===== src/rtl/clk_src_bscan_pkg.sv =====
package clk_src_bscan_pkg;
  localparam int unsigned SRC_COUNT = 5;
  localparam int unsigned CELLS_PER_SRC = 2;
  // idle enable value per source; source 2 (external RC) idles high
  localparam logic [SRC_COUNT-1:0] SRC_IDLE = 5'b00100;
  // sources that count as a main clock for the contention guard
  localparam logic [SRC_COUNT-1:0] SRC_MAIN = 5'b01111;
endpackage


===== src/rtl/bsc_ctrl_cell.sv =====
module bsc_ctrl_cell #(
  parameter logic IDLE_VAL = 1'b0
) (
  input  logic tck,
  input  logic trst_n,
  input  logic clock_dr,
  input  logic shift_dr,
  input  logic update_dr,
  input  logic extest,
  input  logic scan_i,
  input  logic sys_i,
  output logic scan_o,
  output logic func_o
);
  logic cap_q;
  logic upd_q;

  always_ff @(posedge tck or negedge trst_n) begin
    if (!trst_n)       cap_q <= 1'b0;
    else if (clock_dr) cap_q <= shift_dr ? scan_i : sys_i;
  end

  always_ff @(posedge tck or negedge trst_n) begin
    if (!trst_n)        upd_q <= IDLE_VAL;
    else if (update_dr) upd_q <= cap_q;
  end

  assign scan_o = cap_q;
  assign func_o = extest ? upd_q : sys_i;

  p_cell_hold_r8: assert property (@(posedge tck) disable iff (!trst_n)
    !clock_dr |=> $stable(cap_q));
  p_latch_hold_r10: assert property (@(posedge tck) disable iff (!trst_n)
    !update_dr |=> $stable(upd_q));
  p_latch_load_r4: assert property (@(posedge tck) disable iff (!trst_n)
    update_dr |=> (upd_q == $past(cap_q)));
endmodule


===== src/rtl/bsc_obs_cell.sv =====
module bsc_obs_cell (
  input  logic tck,
  input  logic trst_n,
  input  logic clock_dr,
  input  logic shift_dr,
  input  logic scan_i,
  input  logic obs_i,
  output logic scan_o
);
  logic q;

  always_ff @(posedge tck or negedge trst_n) begin
    if (!trst_n)       q <= 1'b0;
    else if (clock_dr) q <= shift_dr ? scan_i : obs_i;
  end

  assign scan_o = q;

  p_obs_capture_r2: assert property (@(posedge tck) disable iff (!trst_n)
    (clock_dr && !shift_dr) |=> (q == $past(obs_i)));
endmodule


===== src/rtl/bsc_main_guard.sv =====
module bsc_main_guard #(
  parameter int unsigned N = 5,
  parameter logic [N-1:0] IDLE = '0,
  parameter logic [N-1:0] MAIN = '1
) (
  input  logic         extest,
  input  logic [N-1:0] en_vec,
  output logic         err
);
  localparam int unsigned CW = $clog2(N + 1);
  logic [N-1:0]  active;
  logic [CW-1:0] n_active;

  always_comb begin
    active   = (en_vec ^ IDLE) & MAIN;
    n_active = '0;
    for (int i = 0; i < N; i++) n_active = n_active + CW'(active[i]);
    err = extest && (n_active > CW'(1));
  end
endmodule


===== src/rtl/clk_src_bscan_seg.sv =====
module clk_src_bscan_seg
  import clk_src_bscan_pkg::*;
#(
  parameter int unsigned N_SRC = SRC_COUNT,
  parameter logic [N_SRC-1:0] IDLE_EN = SRC_IDLE,
  parameter logic [N_SRC-1:0] MAIN_SRC = SRC_MAIN
) (
  input  logic             tck,
  input  logic             trst_n,
  input  logic             shift_dr,
  input  logic             clock_dr,
  input  logic             update_dr,
  input  logic             extest,
  input  logic             scan_in,
  output logic             scan_out,
  input  logic [N_SRC-1:0] sys_en,
  output logic [N_SRC-1:0] osc_en,
  input  logic [N_SRC-1:0] osc_clk,
  output logic [N_SRC-1:0] core_clk,
  output logic             multi_main_err
);
  localparam int unsigned N_CELL = N_SRC * CELLS_PER_SRC;

  // link[k] is the serial input of cell k; link[N_CELL] leaves the segment
  logic [N_CELL:0] link;
  assign link[0] = scan_in;

  for (genvar i = 0; i < N_SRC; i++) begin : g_src
    bsc_ctrl_cell #(.IDLE_VAL(IDLE_EN[i])) u_en_cell (
      .tck(tck), .trst_n(trst_n), .clock_dr(clock_dr), .shift_dr(shift_dr),
      .update_dr(update_dr), .extest(extest),
      .scan_i(link[2*i]), .sys_i(sys_en[i]),
      .scan_o(link[2*i+1]), .func_o(osc_en[i])
    );
    bsc_obs_cell u_clk_cell (
      .tck(tck), .trst_n(trst_n), .clock_dr(clock_dr), .shift_dr(shift_dr),
      .scan_i(link[2*i+1]), .obs_i(osc_clk[i]),
      .scan_o(link[2*i+2])
    );
  end

  assign scan_out = link[N_CELL];
  assign core_clk = osc_clk;

  bsc_main_guard #(.N(N_SRC), .IDLE(IDLE_EN), .MAIN(MAIN_SRC)) u_guard (
    .extest(extest), .en_vec(osc_en), .err(multi_main_err)
  );

  p_shift_out_r3: assert property (@(posedge tck) disable iff (!trst_n)
    (clock_dr && shift_dr) |=> (scan_out == $past(link[N_CELL-1])));

  always_comb begin
    if (trst_n && !extest) p_err_needs_extest_r9: assert (!multi_main_err);
  end
endmodule


===== config.mk =====
export PLATFORM = sky130hd
export DESIGN_NAME = clk_src_bscan_seg
export DESIGN_NICKNAME = d
export VERILOG_FILES = /design/src/rtl/clk_src_bscan_pkg.sv /design/src/rtl/bsc_ctrl_cell.sv /design/src/rtl/bsc_obs_cell.sv /design/src/rtl/bsc_main_guard.sv /design/src/rtl/clk_src_bscan_seg.sv
export SDC_FILE = /design/constraint.sdc
export NUM_CORES = 1
export LEC_CHECK = 0
export BUFFER_PORTS_ARGS = -buffer_cell sky130_fd_sc_hd__buf_4
export CAP_MARGIN = 20
export CELL_PAD_IN_SITES_DETAIL_PLACEMENT = 0
export CELL_PAD_IN_SITES_GLOBAL_PLACEMENT = 2
export CORE_ASPECT_RATIO = 1.25
export CORE_MARGIN = 10
export CORE_UTILIZATION = 31
export CTS_CLUSTER_DIAMETER = 200
export DETAILED_ROUTE_END_ITERATION = 16
export PLACE_DENSITY = 0.89
export SETUP_SLACK_MARGIN = 0.4
export SYNTH_ARGS = -nofsm -noshare
export SYNTH_HDL_FRONTEND = slang
export SYNTH_HIERARCHICAL = 1
export SYNTH_SLANG_ARGS = --single-unit

===== constraint.sdc =====
create_clock -name tck -period 1.98 [get_ports tck]
set_clock_uncertainty 0.05 [all_clocks]
set_input_delay 0.099 -clock tck [delete_from_list [all_inputs] [get_ports tck]]
set_output_delay 0.099 -clock tck [all_outputs]
set_load 0.01 [all_outputs]

* After elaboration in Yosys (flattened, before gate mapping)
Index checks and enable logic that the tools add are counted.
** Storage, ports and cells
- Bits in latches :: 0
- Bits in writable memories :: 0
- Register bits :: 15
- Memory bits (read-only) :: 0
- Memories :: 0
- Output and inout bits :: 12
** Cells by class
- Bitwise logic cells :: 1
- Multiply operators :: 0
- Eq/ne operators :: 0
- Shifts and indexed selects :: 0
- $lt $le $gt $ge :: 1
- Div/mod/pow operators :: 0
- Mux-type cells :: 15
- Reductions and logical operators :: 1
- Add/subtract/negate cells :: 3
** Operators with widths (count)
- 2-to-1 mux 1 bit :: 15
- adder 3 x 1 -> 3 bit :: 2
- > comparator 3 x 1 -> 1 bit, second input constant :: 1
- adder 1 x 1 -> 2 bit :: 1
- logical AND 1 bit :: 1
- NOT 1 bit :: 1

* Depth between registers and ports, before layout
Gate-level depths: netlist of run 1.
- Depth in word-level cells :: 6
- Gate-level depth with buffers :: 5

* Cells and area by module
Netlist of run 1, hierarchy kept.
** Modules (own cells, without submodules)
- bsc_ctrl_cell (g_src[0].u_en_cell ...) :: area an instance 95.1 µm², instances 4, cells each 7, seq. area each 50.0 µm²
- bsc_obs_cell :: area an instance 43.8 µm², instances 5, cells each 4, seq. area each 25.0 µm²
- bsc_ctrl_cell (g_src[2].u_en_cell) :: area an instance 96.3 µm², instances 1, cells each 7, seq. area each 51.3 µm²
- clk_src_bscan_seg :: area an instance 37.5 µm², instances 1, cells each 5, seq. area each 0.0 µm²
- bsc_main_guard :: area an instance 35.0 µm², instances 1, cells each 4, seq. area each 0.0 µm²

* Least setup slack after synthesis of run 1
Ideal clock, no wire load.
- Path kind :: reg2out
- Start :: register g_src[2].u_en_cell.upd_q
- End :: output multi_main_err
- Path buffers :: 0
- Data required time :: 1831 ps
- Path slack :: 421 ps
- Arrival time :: 1410 ps
- Cell stages (with the launch flop) :: 6
- Path through :: dfstp_2 > mux2_4 > inv_1 > fa_1 > a21oi_1 > nor2b_1
** Between the ends
- Cells in the longest elaborated chain, start to end :: 6
** Ends and longest elaborated chain
- from (decl) :: line bsc_ctrl_cell.sv:16 : logic upd_q;
- from (signal assigned) :: line bsc_ctrl_cell.sv:25 : else if (update_dr) upd_q <= cap_q;
- 2-to-1 mux 1 bit :: line bsc_ctrl_cell.sv:29 : assign func_o = extest ? upd_q : sys_i;
- net osc_en[2] :: line clk_src_bscan_seg.sv:17 : output logic [N_SRC-1:0] osc_en,
- NOT 1 bit (no line)
- adder 3 x 1 -> 3 bit (2 in series) :: line bsc_main_guard.sv:17 : for (int i = 0; i < N; i++) n_active = n_active + CW'(active[i]);
- > comparator 3 x 1 -> 1 bit :: line bsc_main_guard.sv:18 : err = extest && (n_active > CW'(1));
- logical AND 1 bit :: line bsc_main_guard.sv:18
- to (decl) :: line clk_src_bscan_seg.sv:20 : output logic multi_main_err
The timed path passes the listed nets, and every way through them passes these cells.

* Worst setup path in the final report of run 1
- Start :: register g_src[2].u_en_cell.upd_q
- End :: output multi_main_err
** Between the ends
- Cells in the longest elaborated chain, start to end :: 6
** Ends and longest elaborated chain (line)
- 2-to-1 mux 1 bit :: bsc_ctrl_cell.sv:29
- NOT 1 bit (no line)
- adder 3 x 1 -> 3 bit (2 in series) :: bsc_main_guard.sv:17
- > comparator 3 x 1 -> 1 bit :: bsc_main_guard.sv:18
- logical AND 1 bit :: bsc_main_guard.sv:18
Every way passes these cells.

==> results of run 1 <==
==> layout make-up <==
type	count	area (µm²)
fill	255	1380
timing repair buffer	29	220
multi-input combinational	43	354
clock buffer	4	26.3
inverter	1	3.75
sequential	15	377
tap	33	41.3
==> power by group <==
group | internal [W] | total [W] | switching, W
sequential | 0.000352 | 0.000376 | 0.0000243
combinational | 0.000116 | 0.000204 | 0.0000884
clock | 0.0000780 | 0.000170 | 0.0000919
total | 0.000546 | 0.000750 | 0.000205
==> cell families (layout without fill, tap and decap cells) <==
group,after synthesis,in the layout,synth area share [%]
AO/OA/AOI/OAI,11,11,7.17
adder cells (fa/ha/maj),1,1,2.61
buffers and inverters,6,34,5.37
flip-flops,15,15,49.0
multiplexers,20,20,30.1
AND/OR/NAND/NOR,11,11,5.70
==> registers in the layout, summed over array words and instances, names as in the netlist <==
| signal | flops |
|---|---|
| g_src.u_en_cell/upd_q | 5 |
| g_src.u_en_cell/scan_o | 5 |
| g_src.u_clk_cell/scan_o | 5 |
==> repair_timing <==
| action | in CTS | in global routing |
|---|---|---|
| gates resized for setup | 0 | 2 |
| hold endpoints to repair | 15 | 0 |
| setup endpoints to repair | 1 | 1 |
| hold buffers | 1 | 0 |
==> cells in the mapped netlist, drive strengths merged <==
| library cell | instances | share of area [%] |
|---|---|---|
| inv | 1 | 0.49 |
| fa | 1 | 2.6 |
| dfrtp | 14 | 46 |
| mux2i | 10 | 13 |
| nor2b | 1 | 0.81 |
| nor2 | 10 | 4.9 |
| dfstp | 1 | 3.4 |
| buf | 5 | 4.9 |
| mux2 | 10 | 17 |
| a21oi | 11 | 7.2 |
==> metal layers <==
| metal | share of wire, % | wire length, µm |
|---|---|---|
| met1 | 40 | 663 |
| met2 | 53 | 883 |
| met4 | 2.1 | 34 |
| met3 | 4.6 | 76 |
| met5 | 0 | 0 |
==> worst max-delay path, delay by kind of cell, from the launching register on <==
| kind | cells | cell delay [ns] |
|---|---|---|
| mux | 1 | 0.15 |
| compound gates | 1 | 0.05 |
| buf+inv | 2 | 0.16 |
| fa+ha+maj | 1 | 0.49 |
| flops | 1 | 0.54 |
| simple gates | 1 | 0.10 |
==> per-stage QoR <==
| stage | instance area, µm² | total power (W) |
|---|---|---|
| after floorplan | 768 | 0.000485 |
| after global placement | 982 | 0.000577 |
| after detailed placement | 982 | 0.000584 |
| after CTS | 1020 | 0.000761 |
| after global routing | 1020 | 0.000802 |
| final | 1020 | 0.000750 |
==> final timing paths <==
check / from / slack [ns] / to / depth (start not counted)
setup / recovery: g_src[2].u_en_cell/upd_q$_DFFE_PN1P_ / 0.07 / multi_main_err / 6
hold / removal: update_dr / 0.06 / g_src[3].u_en_cell/upd_q$_DFFE_PN0P_ / 2
setup reg to reg: g_src[1].u_en_cell/scan_o$_DFFE_PN0P_ / 1.12 / g_src[1].u_en_cell/upd_q$_DFFE_PN0P_ / 1
hold reg to reg: g_src[0].u_en_cell/upd_q$_DFFE_PN0P_ / 0.45 / g_src[0].u_en_cell/upd_q$_DFFE_PN0P_ / 1
max in group asynchronous: trst_n / 1.48 / g_src[2].u_en_cell/upd_q$_DFFE_PN1P_ / 2
min in group asynchronous: trst_n / 0.16 / g_src[4].u_en_cell/upd_q$_DFFE_PN0P_ / 2
==> impl_results.md, run 1 <==
- Post-CTS setup buffers: 0
- Final WL: 1.66 mm
- Final Wtd Congestion: 0.697
- Setup violators final: 0
- Crit end category: primary output
- H-tree levels: 1
- Max Fclk: 0.525 GHz
- DR pass1 iterations: 4
- Iter 0 DRT Violations: 15
- DIE WIDTH: 64.5 µm
- M3 GR Usage: 1.76%
- CP Cell Sequence: mux2_4 > inv_2 > fa_1 > a21oi_2 > nor2b_1 > buf_4
- Clock transition at path regs: about 0.08 ns
- Slew of the pin with the lowest slew margin: 0.195 ns
- Area grow syn2layout: 33.1%
- CP max-delay cell: dfstp_2
- DRC viols: 0
- Most common cell after layout, fill and taps aside: buf_4
- Mean Syn Cell Area: 12.0 µm²
- M2 GR Usage: roughly an eighth
- Relative slew slack: about 87%
- Share of cells above drive strength 1: 42.4%
- Min Tclk post-route: around 1.9 ns
- Clk root buf: clkbuf_4
- Initial antenna violation count: 0
- Largest net degree at the start of global routing: 21
- Fin cells: 125
- Met1 Track Usage GR: 7.73%
- Final WS setup: ~0.073 ns
- Post-synth net total: 82
- GRT Resource Usage Total: roughly 7.5%
- Num Clock Sinks: 15
- CP Launch Type: flop
- Die area: 4880 µm²
- GR peak layer: met2
- Num CTS Buffers: 3
- Outcome: complete, no violations
- CTS tree: done
- Congestion Overflow GR: 0
- Post-Syn Area: 768 µm²
- Hold Path Class: in2reg
- First-pass GRT wire length: ~2.8 mm
- Rows: 20
- Vias: 551
- DIE HEIGHT: 75.7 µm
- Hold Slack: 0.0622 ns
- Via density: 4.41
- Buffer levels on the longest clock path: 2
- Cells after Synth: 64
- Critical path fanouts, max: 2
- Placed Instances: 120
- Most frequent cells in the layout: buf_4, dfrtp_1, mux2i_1, nor2_1, a21oi_1
- Yosys reg bits: 15
- PD cells: 734 nW/µm²
- ANT cells: 0
- Ports: 29
- Final ANT Viol Nets: 0
- Placeable Area: around 2400 µm²
- Worst path arrival time: 1.76 ns
- Sequential-to-total area share from yosys stat: 49.0%
- Port Buf Inserts: 28
- Number of global-route vias before repair: 606
- Yosys warning total: 6
- Initial Util: 32.0%
- VDD IR max: 0.357 mV
- Crit-path max cell delay: approximately 0.54 ns
- Synth cell types: 11
- Max Cap Violations: 0
- Layout Utilization: 42.6%
- Drt wl/cell: 13.3 µm
- Kind of critical path: reg2out
- Slew Limit Fails: 0
- Final-report hold violation count: 0
- Final Cycle Share: 96.3%
- Clk Latency, worst-skew pair: roughly 0.27 ns
- Leakage: about 0.48 nW
- Sum Neg Setup Slack: 0 ns
- Post-layout net count: 111
- Post-Place Setup Slack: ~0.37 ns
- Critical path data required time: 1.83 ns
- RSZ-0062 raised after global routing: true
Power figures use the tool's default switching activity.
==> run 2, diff against run 1 <==
SYNTH_HIERARCHICAL = default   (was 1)
TNS_END_PERCENT = 20   (was default)
==> run 2 against run 1 <==
- the flow now finishes with violations (negative setup slack)
- clock-buffer cell count is 1 lower
- routed wire length increased by 9.7%
- die area up 4.5%
- synthesized area is 6.4% higher
- largest power group unchanged
- final cell count unchanged
- via count grew 5.3%
- sequential power barely moved
==> impl_results.md, run 2 <==
- Outcome: finished, violations left
- Failing checks: negative setup slack
- Clk root buf: clkbuf_4
- Overall Power: 0.000767 W
- Layout Utilization: 42.1%
- DRC viols: 0
- Switch Pwr: 0.000211 W
- Post-synth EDFFs: 0
- Sequential fraction of design power: between 40% and 50%
- Ports: 29
- Final Wtd Congestion: 0.695
- Final Cycle Share: 102%
- Worst R2R Start: g_src[3].u_en_cell.scan_o$_DFFE_PN0P_
- Clock transition at path regs: 0.09 ns
- Critical Path Start: g_src[1].u_en_cell.upd_q$_DFFE_PN0P_
- Drt wl/cell: 14.5 µm
- Critical path depth: 6
- Via density: 4.64
- Fin cells: 125
- H-tree levels: 1
- Final WS setup: -0.0407 ns
- Mean Syn Cell Area: 11.2 µm²
- Sum Neg Setup Slack: -0.0407 ns
- Most common cell after layout, fill and taps aside: buf_4
- Design area: 1040 µm²
- Internal power: roughly 0.00056 W
- Most frequent cells in the layout: buf_4, dfrtp_1, mux2i_1, nor2_1, a21oi_1
- Largest net degree at the start of global routing: 21
- R2R depth: 1
- Vias: between 500 and 600
- Crit end category: primary output
- DR pass1 iterations: 2
- Buffer levels on the longest clock path: 2
- Number of global-route vias before repair: between 600 and 700
- Largest cells by area after synthesis: dfrtp_1, mux2_2, mux2i_1
- RSZ-0062 raised after global routing: true
- Hold Path Class: in2reg
- DIE HEIGHT: 77.4 µm
- Critical path data required time: approximately 1.8 ns
- Slew Limit Fails: 0
- Synth async-reset ratio: 100%
- Post-layout net count: roughly 110
- Synth cell types: 14
- CP Cell Sequence: mux2_4 > ha_4 > ha_4 > nor2b_1 > o31a_1 > buf_6
- Count leader, synth: dfrtp_1
- R2R Setup Slk: 1.15 ns
- Post-Syn Area: 817 µm²
- Met1 Track Usage GR: 8.10%
- CP endpoint: multi_main_err
- Placed Instances: 120
- Worst Path Buf+Inv: 1
- Kind of critical path: reg2out
- ANT cells: 0
- Final ANT Viol Nets: 0
- Sequential-to-total area share from yosys stat: 46.1%
- Crit-path max cell delay: 0.38 ns
- Critical path fanouts, max: 2
- Area grow syn2layout: 27.6%
- Post-synth net total: 92
- Largest area contributor in the netlist: dfrtp_1
- Min Tclk post-route: a little over 2 ns
- Post-synth top flop: dfrtp_1
- RR Endpoint: g_src[3].u_en_cell.upd_q$_DFFE_PN0P_
- GRT Resource Usage Total: about 7.4%
- CP delay by family, top: adder cells
- Yosys reg bits: 15
- Switching share of power: 27.5%
- Congestion Overflow GR: 0
- Die area: a little over 5000 µm²
- Worst path arrival time: 1.87 ns
- Rows: 20
- Max Fclk: 0.495 GHz
- DIE WIDTH: 65.9 µm
- Post-CTS setup buffers: 0
- CP Launch Type: flop
- First-pass GRT wire length: around 3.0 mm
- Relative slew slack: 86.9%
- Initial Util: 33.0%
- CP dominant cell by count: ha_4
- Final-report hold violation count: 0
- Yosys warning total: 0
- Clk Latency, worst-skew pair: 0.27 ns
- Share of cells above drive strength 1: 48.9%
- Placeable Area: about 2500 µm²
- Clk pwr share: 21.6%
- Max Cap Violations: 0
- GR peak layer: met2
- Num CTS Buffers: 3
- Initial antenna violation count: 0
- PD cells: 736 nW/µm²
- Port Buf Inserts: 28
- M2 GR Usage: 11.4%
- Iter 0 DRT Violations: 16
- Setup violators final: 1
- Hold path depth: 2
- VDD IR max: 0.330 mV
- M3 GR Usage: 2.59%
- Synth top area share: 42.9%
- Num Clock Sinks: 15
- Placed inst area: 1000 µm²
- Logic pwr share: slightly below 30%
- Final WL: roughly 1.8 mm
- CP max-delay cell: dfrtp_1
- Leakage: 0.478 nW
- Cells after Synth: 73
- CTS tree: done
- Slew of the pin with the lowest slew margin: 0.196 ns
-- run 2: cell types whose count changed after synthesis, sizes merged --
| cell | previous run | this run |
|---|---|---|
| a21oi | 11 | 10 |
| buf | 5 | 12 |
| clkbuf | 0 | 2 |
| fa | 1 | 0 |
| ha | 0 | 2 |
| inv | 1 | 0 |
| o31a | 0 | 1 |
-- run 2: through the flow --
stage / hold WS (ns) / setup slack (ns)
floorplan: -0.247 / 0.345
global placement: -0.0874 / 0.228
detailed placement: -0.0862 / 0.213
CTS: 0.0678 / -0.0634
global route: 0.0644 / -0.131
finish: 0.0743 / -0.0407
-- run 2: area by class of cell --
| cell class | count | area (µm²) |
|---|---|---|
| clock inverters | 1 | 5.00 |
| fillers | 244 | 1440 |
| flip-flops and latches | 15 | 377 |
| multi-input cells | 44 | 373 |
| clock buffers | 3 | 22.5 |
| well taps | 33 | 41.3 |
| repair buffers | 29 | 224 |
-- run 2: per-layer routing --
layer / vias up / share of wire [%]
met2: 17 / 50
met1: 277 / 40
li1: 284 / -
met5: - / 0
met3: 2 / 7.8
met4: 0 / 1.9
-- run 2: timing repair --
item	in CTS	in global routing
hold buffers	1	0
endpoints found under the setup margin	1	1
gates resized for setup	1	0
pin swaps	2	0
endpoints found under the hold margin	15	0
-- run 2: worst min path at each step --
stage	slack, ns	end	start
finish	0.07	g_src[4].u_en_cell.upd_q$_DFFE_PN0P_	update_dr
global route	0.06	g_src[1].u_en_cell.upd_q$_DFFE_PN0P_	update_dr
CTS	0.07	g_src[4].u_en_cell.upd_q$_DFFE_PN0P_	update_dr
detailed placement	-0.09	g_src[4].u_clk_cell.scan_o$_DFFE_PN0P_	trst_n
global placement	-0.09	g_src[4].u_clk_cell.scan_o$_DFFE_PN0P_	trst_n
floorplan	-0.25	g_src[0].u_clk_cell.scan_o$_DFFE_PN0P_	trst_n
-- run 2: power by group through the flow --
stage | combinational [W] | sequential, W | clock (W)
2_1_floorplan | 0.000154 | 0.000378 | 0
3_3_place_gp | 0.000214 | 0.000382 | 0
3_5_place_dp | 0.000226 | 0.000384 | 0
4_1_cts | 0.000231 | 0.000378 | 0.000176
5_1_grt | 0.000248 | 0.000384 | 0.000191
6_report | 0.000223 | 0.000378 | 0.000166
-- run 2: cell families after synthesis --
logic type,synth area share [%]
and+or+nand+nor,5.36
DFF,46.1
AOI/OAI and AO/OA,7.20
buffers and inverters,12.2
muxes,26.0
adders and majority gates,3.06
